**config.mk**
```make
export PLATFORM = sky130hd
export DESIGN_NAME = console_regs
export DESIGN_NICKNAME = d
export VERILOG_FILES = /design/src/rtl/console_pkg.sv /design/src/rtl/console_rx.sv /design/src/rtl/console_tx.sv /design/src/rtl/console_regs.sv
export SDC_FILE = /design/constraint.sdc
export NUM_CORES = 1
export LEC_CHECK = 0
export CORE_MARGIN = 2
export CORE_UTILIZATION = 32
export DETAILED_ROUTE_END_ITERATION = 12
export PLACE_DENSITY = 0.76
export SLEW_MARGIN = 20
export SYNTH_ARGS = -nofsm -noshare
export SYNTH_HDL_FRONTEND = slang
export SYNTH_HIERARCHICAL = 1
export SYNTH_SLANG_ARGS = --single-unit
```
**constraint.sdc**
```tcl
create_clock -name clk -period 1.8 [get_ports clk]
set_input_delay 0.18 -clock clk [delete_from_list [all_inputs] [get_ports clk]]
set_output_delay 0.18 -clock clk [all_outputs]
set_load 0.05 [all_outputs]
```
**src/rtl/console_pkg.sv**
```systemverilog
package console_pkg;
    localparam int unsigned BYTE_W = 8;
    localparam int unsigned WORD_W = 32;

    // word index within the register window (address bits 3..2)
    typedef enum logic [1:0] {
        SEL_RX_CTRL = 2'd0,
        SEL_RX_DATA = 2'd1,
        SEL_TX_CTRL = 2'd2,
        SEL_TX_DATA = 2'd3
    } reg_sel_e;

    localparam int unsigned READY_BIT = 0;
    localparam int unsigned IE_BIT    = 1;

    typedef struct packed {
        logic              ready;
        logic              ie;
        logic [BYTE_W-1:0] data;
    } rx_state_t;
endpackage

```
**src/rtl/console_rx.sv**
```systemverilog
module console_rx
    import console_pkg::*;
(
    input  logic              clk,
    input  logic              rst_n,
    input  logic              in_valid,
    input  logic [BYTE_W-1:0] in_byte,
    input  logic              ie_wr,
    input  logic              ie_val,
    input  logic              data_rd,
    output logic              ready,
    output logic              ie,
    output logic [BYTE_W-1:0] data
);
    rx_state_t s_d, s_q;

    always_comb begin
        s_d = s_q;
        if (ie_wr)   s_d.ie    = ie_val;
        if (data_rd) s_d.ready = 1'b0;
        // an arriving byte takes priority over the clearing read
        if (in_valid) begin
            s_d.ready = 1'b1;
            s_d.data  = in_byte;
        end
    end

    always_ff @(posedge clk or negedge rst_n) begin
        if (!rst_n) s_q <= '0;
        else        s_q <= s_d;
    end

    assign ready = s_q.ready;
    assign ie    = s_q.ie;
    assign data  = s_q.data;
endmodule

```
**src/rtl/console_tx.sv**
```systemverilog
module console_tx
    import console_pkg::*;
#(
    parameter int unsigned TX_DELAY = 6
) (
    input  logic              clk,
    input  logic              rst_n,
    input  logic              ie_wr,
    input  logic              ie_val,
    input  logic              data_wr,
    input  logic [BYTE_W-1:0] wdata,
    input  logic              done,
    output logic              ready,
    output logic              ie,
    output logic              strobe,
    output logic [BYTE_W-1:0] data
);
    localparam int unsigned CW = $clog2(TX_DELAY + 2);
    localparam logic [CW-1:0] CNT_LOAD = CW'(TX_DELAY);
    localparam logic [CW-1:0] CNT_LAST = CW'(1);

    typedef struct packed {
        logic              ready;
        logic              ie;
        logic              strobe;
        logic [BYTE_W-1:0] data;
        logic [CW-1:0]     cnt;
    } tx_state_t;

    tx_state_t s_d, s_q;
    logic      timer_end;

    generate
        if (TX_DELAY > 0) begin : g_timer
            assign timer_end = (s_q.cnt == CNT_LAST);
        end else begin : g_no_timer
            assign timer_end = 1'b0;
        end
    endgenerate

    always_comb begin
        s_d        = s_q;
        s_d.strobe = 1'b0;
        if (ie_wr) s_d.ie = ie_val;
        if (!s_q.ready) begin
            if (done || timer_end) s_d.ready = 1'b1;
            if (s_q.cnt != '0)     s_d.cnt   = s_q.cnt - CNT_LAST;
        end
        if (data_wr && s_q.ready) begin
            s_d.ready  = 1'b0;
            s_d.strobe = 1'b1;
            s_d.data   = wdata;
            s_d.cnt    = CNT_LOAD;
        end
    end

    always_ff @(posedge clk or negedge rst_n) begin
        if (!rst_n) begin
            s_q       <= '0;
            s_q.ready <= 1'b1;
        end else begin
            s_q <= s_d;
        end
    end

    assign ready  = s_q.ready;
    assign ie     = s_q.ie;
    assign strobe = s_q.strobe;
    assign data   = s_q.data;
endmodule

```
**src/rtl/console_regs.sv**
```systemverilog
module console_regs
    import console_pkg::*;
#(
    parameter logic [31:0] BASE     = 32'hFFFF_0000,
    parameter int unsigned TX_DELAY = 6
) (
    input  logic        clk,
    input  logic        rst_n,
    input  logic        bus_sel,
    input  logic        bus_we,
    input  logic [31:0] bus_addr,
    input  logic [31:0] bus_wdata,
    output logic [31:0] bus_rdata,
    input  logic        kbd_valid,
    input  logic [7:0]  kbd_byte,
    input  logic        tx_done,
    output logic        tx_strobe,
    output logic [7:0]  tx_byte,
    output logic        irq
);
    localparam int unsigned PAD_B = WORD_W - BYTE_W;

    logic       hit;
    reg_sel_e   sel_idx;
    logic       wr_rx_ctrl, wr_tx_ctrl, tx_wr_req, rd_rx_data;
    logic       rx_ready, rx_ie, tx_ready, tx_ie;
    logic [7:0] rx_byte;

    assign hit     = bus_sel && (bus_addr[31:4] == BASE[31:4]) && (bus_addr[1:0] == 2'b00);
    assign sel_idx = reg_sel_e'(bus_addr[3:2]);

    assign wr_rx_ctrl = hit && bus_we  && (sel_idx == SEL_RX_CTRL);
    assign wr_tx_ctrl = hit && bus_we  && (sel_idx == SEL_TX_CTRL);
    assign tx_wr_req  = hit && bus_we  && (sel_idx == SEL_TX_DATA);
    assign rd_rx_data = hit && !bus_we && (sel_idx == SEL_RX_DATA);

    console_rx u_rx (
        .clk     (clk),
        .rst_n   (rst_n),
        .in_valid(kbd_valid),
        .in_byte (kbd_byte),
        .ie_wr   (wr_rx_ctrl),
        .ie_val  (bus_wdata[IE_BIT]),
        .data_rd (rd_rx_data),
        .ready   (rx_ready),
        .ie      (rx_ie),
        .data    (rx_byte)
    );

    console_tx #(.TX_DELAY(TX_DELAY)) u_tx (
        .clk    (clk),
        .rst_n  (rst_n),
        .ie_wr  (wr_tx_ctrl),
        .ie_val (bus_wdata[IE_BIT]),
        .data_wr(tx_wr_req),
        .wdata  (bus_wdata[BYTE_W-1:0]),
        .done   (tx_done),
        .ready  (tx_ready),
        .ie     (tx_ie),
        .strobe (tx_strobe),
        .data   (tx_byte)
    );

    always_comb begin
        bus_rdata = '0;
        if (hit && !bus_we) begin
            unique case (sel_idx)
                SEL_RX_CTRL: begin
                    bus_rdata[READY_BIT] = rx_ready;
                    bus_rdata[IE_BIT]    = rx_ie;
                end
                SEL_RX_DATA: bus_rdata = {{PAD_B{1'b0}}, rx_byte};
                SEL_TX_CTRL: begin
                    bus_rdata[READY_BIT] = tx_ready;
                    bus_rdata[IE_BIT]    = tx_ie;
                end
                SEL_TX_DATA: bus_rdata = {{PAD_B{1'b0}}, tx_byte};
                default:     bus_rdata = '0;
            endcase
        end
    end

    assign irq = (rx_ready && rx_ie) || (tx_ready && tx_ie);
endmodule

```
==> out/metrics.cfg <==
[status]
status=complete, no violations

[critical_path]
crit_family=simple AND/OR/NAND/NOR gates
reg2reg_slack_ns=0.45
cp_num_buf_inv=3
crit_path_end_kind=output pin
worstSetupPathType=input pin to output pin
reg2reg_from=u_tx/s_q[0]
crit_path_start_kind=input pin
crit_path_start=bus_addr[28]
crit_fanout=4
cp_slowest_stage_delay_ns=0.61
critPathArrivalTime_ns=1.60
crit_chain=buf_6 > nand4_1 > or4_4 > buf_12 > nor4_4 > buf_12
critical_path_required_ns=1.62
crit_top_cell=buf_12
timing.critical_path.slowest_stage_cell=or4_4

[synth]
synth_edf_count=0
synth.ff_latch_count=24
yosys_warnings=6
ys_seq_area_frac=0.373
synth_top_flop_cell=dfrtp_1
synthCells=139
synthArstFlopShare=1.00
synth_cell_types=36
syn_area_mm2=0.00162
avgSynthCellArea_um2=11.6

[grt]
antenna_found_initial=0
grt_max_degree=25
first_global_vias=1284
grt_usage=0.140
grt_first_pass_wirelength_um=5860
overflow=0

[clock_tree]
clkTransAtPathRegs_ns=0.08
worstSkewPairLatency_ns=0.27
ctsHoldBuffers=0
clkSinkCount=24
root_buffer=clkbuf_8
cts_made_buffers=3
htreeDepth=1
clockBufferDepth=2
cts_tree=built

[power]
irDropWorstVdd_mv=0.299
powerDensity_mw_per_mm2=529
power_mw=1.40
p_leak_nw=1.25

[drt]
viasPerCell=4.56
drc=0
dr.pass1.iters=4
ant_nets=0
routedWlPerCell_um=14.0
drt_iter0_drc=26
drt_wl_total_um=4010
route.vias.total=1309

[floorplan]
core_mm2=0.00479
die-height_um=75.0
start_util=0.338
boundaryPins=120
dieArea_mm2=0.00563
die_w_um=75.0
fp-row-count=25

[timing]
worst_pin_slew_ns=0.502
skew_ns=0.00165
rsz0062_at_grt=yes
finalSetupViolCount=0
period_needed_ns=1.78
slew_headroom=0.665
hold_viol_final=0
fmax_ghz=0.562
period_share=0.989
drv_slew=0

[placement]
placement.io_buffers=71
finalWeightedCongestion=0.705
dp_hpwl_um=3110
dpl_cell_area_mm2=0.00256

[min_path]
hold_class=input pin to async pin

[layout]
syn2layout_area_growth_pct=63.9
antenna_cells=0
final_nets=302
finalInstanceArea_mm2=0.00265
drive_gt1_frac=0.455
final_util=0.553

[job]
max_cap_viol_count=0

-- sequential cells by signal, summed over array words and instances, names as in the netlist --
register	flops
u_rx/data	8
u_tx/data	8
u_tx/s_q	3
u_rx/ie	1
u_rx/ready	1
u_tx/ie	1
u_tx/ready	1
u_tx/strobe	1
-- layer usage --
layer / wire length [um] / track usage
met1: 1650 / 0.170
met2: 1870 / 0.243
met3: 431 / 0.0281
met4: 59 / 0.0536
met5: 0 / 0
-- final cells by class --
type                       count  area [um2]
fill                         437        2140
multi-input combinational     96         952
timing repair buffer          91         920
sequential                    24         602
tap                           67        83.8
clock buffer                   3        41.3
clock inverter                 1        30.0
inverter                       5        18.8
-- Yosys cell counts, types with 2 or more instances --
library cell  count  area share
nor4_2            4       0.031
ha_1              3       0.023
nor4b_1           3       0.016
dfrtp_1          23        0.36
buf_6             3       0.021
buf_1             2      0.0046
mux4_2            2       0.028
mux2i_1           6       0.037
nor4_1            8       0.031
nand4_1           3       0.012
mux2_4            8       0.074
inv_1             5       0.012
mux2_2           10       0.070
nand2b_1          4       0.015
nand3_1           3      0.0093
buf_4            32        0.15
-- power breakdown --
| part | internal, mW | leakage (nW) | switching, mW |
|---|---|---|---|
| Sequential | 0.563 | 0.299 | 0.0165 |
| Combinational | 0.149 | 0.918 | 0.197 |
| Clock | 0.298 | 0.0357 | 0.177 |
| Total | 1.01 | 1.25 | 0.390 |
-- worst paths after layout --
kind / to / cells past startpoint
worst max-delay path: bus_rdata[2] / 6
worst min-delay path: u_rx/data[1] / 2
worst max register to register: u_tx/s_q[2] / 4
worst min register to register: u_rx/data[6] / 1
max in group asynchronous: u_tx/ready / 2
min in group clk: u_rx/data[0] / 2
-- cell usage in the layout (no fill, tap or decap), drive strengths merged, types with 2 or more instances in the layout --
cell type      instances
nor4b                  3
conb                  24
nand2b                 4
dlygate4sd2            3
nor4                  12
mux2i                  6
nand4                  3
clkdlybuf4s15          3
inv                    5
mux2                  18
ha                     3
clkbuf                18
buf                   40
mux4                   2
dfrtp                 23
nand3                  3
clkdlybuf4s50         30
-- kinds of logic after synthesis --
kind of cell             count (synthesis)  share of synthesized area
AO/OA/AOI/OAI                            6                     0.0302
adder cells (fa/ha/maj)                  3                     0.0232
buffers and inverters                   42                      0.186
flip-flops                              24                      0.373
multiplexers                            26                      0.209
other                                    1                    0.00232
AND/OR/NAND/NOR                         37                      0.177
-- metrics by stage --
| stage | setup TNS, ns | hold slack (ns) | cells | setup slack [ns] |
|---|---|---|---|---|
| 2_1_floorplan | -0.162 | -0.116 | 162 | -0.0721 |
| 3_3_place_gp | -7.35 | 0.497 | 276 | -0.391 |
| 3_5_place_dp | -9.10 | 0.494 | 276 | -0.466 |
| 4_1_cts | -0.385 | 0.264 | 284 | -0.121 |
| 5_1_grt | -0.127 | 0.298 | 287 | -0.0620 |
| 6_report | 0 | 0.260 | 287 | 0.0193 |
-- what timing repair did --
item,in CTS,in global routing
buffers inserted,4,3
pin swaps,15,12
endpoints found under the hold margin,0,0
gates resized for setup,62,40
setup endpoints to repair,21,8
No activity file was read; power rests on OpenSTA's default activity.
